### src/rtl/bus_ready_gen.sv
module bus_ready_gen #(
  parameter int ASYNC_STAGES = 2,
  parameter int RST_STAGES   = 2
) (
  input  logic clk,
  input  logic rst_in_n,
  input  logic stat0_n,
  input  logic stat1_n,
  input  logic pclk_ph,
  input  logic srdy_n,
  input  logic srdy_en_n,
  input  logic ardy_n,
  input  logic ardy_en_n,
  output logic sys_reset,
  output logic rdy_drive_low
);
  localparam int AMSB = ASYNC_STAGES - 1;
  localparam int RMSB = RST_STAGES - 1;

  logic [RMSB:0] rst_pipe;
  logic [AMSB:0] ardy_pipe, aen_pipe;
  logic          hold_q;

  always_ff @(negedge clk) begin
    rst_pipe  <= {rst_pipe[RMSB-1:0], ~rst_in_n};
    ardy_pipe <= {ardy_pipe[AMSB-1:0], ~ardy_n};
    aen_pipe  <= {aen_pipe[AMSB-1:0], ~ardy_en_n};
  end

  assign sys_reset = rst_pipe[RMSB];

  wire async_hit   = ardy_pipe[AMSB] & aen_pipe[AMSB];
  wire sync_hit    = ~srdy_n & ~srdy_en_n;
  wire cycle_start = ~stat0_n | ~stat1_n;

  always_ff @(negedge clk) begin
    if (sys_reset) begin
      rdy_drive_low <= 1'b1;
      hold_q        <= 1'b0;
    end else if (cycle_start) begin
      rdy_drive_low <= 1'b0;
      hold_q        <= 1'b0;
    end else if (pclk_ph && (async_hit || sync_hit)) begin
      rdy_drive_low <= 1'b1;
      hold_q        <= ~rdy_drive_low;
    end else begin
      if (pclk_ph && !hold_q) rdy_drive_low <= 1'b0;
      hold_q <= 1'b0;
    end
  end
endmodule

### config.mk
export PLATFORM = sky130hd
export DESIGN_NAME = bus_ready_gen
export DESIGN_NICKNAME = d
export VERILOG_FILES = /design/src/rtl/bus_ready_gen.sv
export SDC_FILE = /design/constraint.sdc
export NUM_CORES = 1
export LEC_CHECK = 0
export BUFFER_PORTS_ARGS = -buffer_cell sky130_fd_sc_hd__clkbuf_2
export CAP_MARGIN = 20
export CORE_AREA = 3 3 40 42
export DETAILED_ROUTE_END_ITERATION = 16
export DIE_AREA = 0 0 43 45
export MAX_ROUTING_LAYER = met4
export PLACE_DENSITY_LB_ADDON = 0.05
export SYNTH_ARGS = -nofsm -noshare
export SYNTH_HDL_FRONTEND = slang
export SYNTH_SLANG_ARGS = --single-unit
### constraint.sdc
create_clock -name clk -period 0.9 [get_ports clk]
set_input_delay 0.09 -clock clk [delete_from_list [all_inputs] [get_ports clk]]
set_output_delay 0.09 -clock clk [all_outputs]
set_load 0.005 [all_outputs]
==> flow_summary.yaml <==
status:
  run_status: "finished with violations"
  violations: "negative setup slack"
floorplanning:
  ios: 11
  start_util: 0.1753
  rows: 13
  chipWidth_um: 43
  core-area_sq_mm: 0.001285
  die_area_sq_mm: 0.001935
  die_y_um: 45
power:
  ir_drop_mv: 0.6775
  p_per_area_mw_per_mm2: 2271
  p_total_uw: 832.5
  cellLeakagePower_uw: 0.0002072
routing:
  drtIter0Drc: 3
  via_per_inst: 3.526
  antenna_left: 0
  wl_um: 423
  highest_layer: "met4"
  wire_per_inst_um: 7.421
  route.vias.total: 201
  post-route-drc-count: 0
  wl_met2_um: 220
  drt-pass1-iter-count: 2
  met1_length_um: 151
  wl_met3_um: 43
critical_path:
  critPathMaxStageDelay_ns: 0.31
  crit_chain: "clkbuf_2"
  critical_path_required_ns: 0.81
  path_class: "reg -> out"
  crit_slowest_cell: "dfxtp_2"
  cp.arrival_ns: 1.17
  worstSetupStartpointType: "flop"
  crit_path_max_fanout: 2
  cp-end-kind: "output pin"
  cp_num_buf_inv: 1
  cp_top_family: "flip-flops"
placement:
  place_congestion: 0.5357
  placed_area_sq_um: 315.3
  portBuffers: 10
  dp_hpwl_um: 310.3
  pre_cts_slack_ns: -0.1562
layout:
  final_cell_area_sq_um: 366.6
  antenna_cells: 0
  seqCellArea_sq_um: 162.7
  syn_to_final_growth_pct: 62.78
  drive_gt1_frac: 0.4524
  multi_input_area_sq_um: 56.30
  n_fill_cell: 151
  layout.nets: 53
global_route:
  grt_pass1_wl_um: 745
  antenna_found_initial: 0
  overflow: 0
  first_global_vias: 232
  grt_max_degree: 5
  track_usage: 0.05761
timing:
  slew_viol_final: 0
  slew_headroom: 0.8870
  worst_slew_pin_slew_ns: 0.1681
  setup_ws_ns: -0.3605
  finalSetupViolCount: 2
  holdWs_ns: 0.3218
  finClkSkew_ns: 0.006006
  rsz0062_at_grt: "yes"
  hold_viol: 0
min_path:
  hold_class: "reg -> reg"
yosys:
  synth_area_sq_um: 225.2
  synth_seq_cells: 8
  synth_cell_types: 7
  seq_area_frac_synth: 0.7111
  yosys_warnings: 0
  synth_cells: 20
  syn_area_per_cell_sq_um: 11.26
  syn_nets: 29
clock_tree:
  clk-insertion-delay-late_ns: 0.30
  cts_buffer_depth: 2
  cts_setup_buffers: 0
  numCtsBuffers: 3
  htreeDepth: 1
  clock-sinks: 8
  path_clk_slew_ns: 0.03
  cts-root-buf: "clkbuf_4"
  cts_tree: "yes"
run:
  maxCapViolations: 0
==> logic make-up (layout without fill, tap and decap cells) <==
family | after synthesis | count (layout) | synth area share
AO/OA/AOI/OAI | 4 | 4 | 0.1055
buffers and inverters | 4 | 26 | 0.06665
flip-flops | 8 | 8 | 0.7111
AND/OR/NAND/NOR | 4 | 4 | 0.1167
==> per-stage QoR <==
stage | setup TNS (ns) | util | instances
floorplan | -0.01237 | - | 20
CTS | -0.7529 | 0.2853 | 57
detailed placement | -0.4177 | 0.2454 | 47
finish | -0.7208 | 0.2853 | 57
global route | -0.7877 | 0.2853 | 57
global placement | -0.4047 | 0.2454 | 47
==> path summary, 6_finish.rpt <==
check / endpoint / cells after the start / from / slack (ns)
setup / recovery: sys_reset / 1 / rst_pipe[1] / -0.36
hold / removal: ardy_pipe[1] / 0 / ardy_pipe[0] / 0.32
hold reg to reg: ardy_pipe[1] / 0 / ardy_pipe[0] / 0.32
setup reg to reg: hold_q / 2 / rdy_drive_low / 0.15
==> layout by cell type, fill, tap and decap left out, drive strengths merged <==
master and count:
inv 11, nand2 2, a21oi 3, nand2b 1, buf 2, o2bb2ai 1
clkbuf 13, nor4 1, dfxtp 8
==> cell usage after synthesis <==
cell type	instances	area, sq um
a21oi_1	3	15.01
dfxtp_1	8	160.2
inv_1	4	15.01
nand2_1	2	7.510
nand2b_1	1	6.260
nor4_2	1	12.51
o2bb2ai_1	1	8.760
==> report_power, final <==
| group | internal [uW] | total [uW] | switching (uW) | leakage (uW) |
|---|---|---|---|---|
| sequential | 379 | 385 | 6.39 | 0.0000672 |
| clock | 200 | 389 | 189 | 0.0000564 |
| combinational | 34.1 | 58.4 | 24.4 | 0.0000835 |
| total | 612 | 833 | 220 | 0.000207 |
==> registers in the layout, indices dropped and copies added, names as in the netlist <==
| signal | count |
|---|---|
| rdy_drive_low | 1 |
| aen_pipe | 2 |
| rst_pipe | 2 |
| hold_q | 1 |
| ardy_pipe | 2 |
==> timing repair <==
item                       CTS  global route
gates resized for setup      2             0
cloned                       0             0
setup endpoints to repair    2             2
hold buffers                 0             0
==> cell type report <==
type / instances / share of cell area
Clock buffer: 3 / 0.06143
Clock inverter: 8 / 0.08191
Inverter: 3 / 0.03072
Multi-Input combinational cell: 8 / 0.1536
Sequential cell: 8 / 0.4437
Tap cell: 15 / 0.05119
Timing Repair Buffer: 12 / 0.1775
==> per-layer routing <==
layer,GRT usage,up-vias
li1,-,109
met1,0.03641,83
met2,0.08084,7
met3,0.03984,2
met4,0.09036,0
met5,-,-
Note: power is estimated with default switching activity, not from simulation.
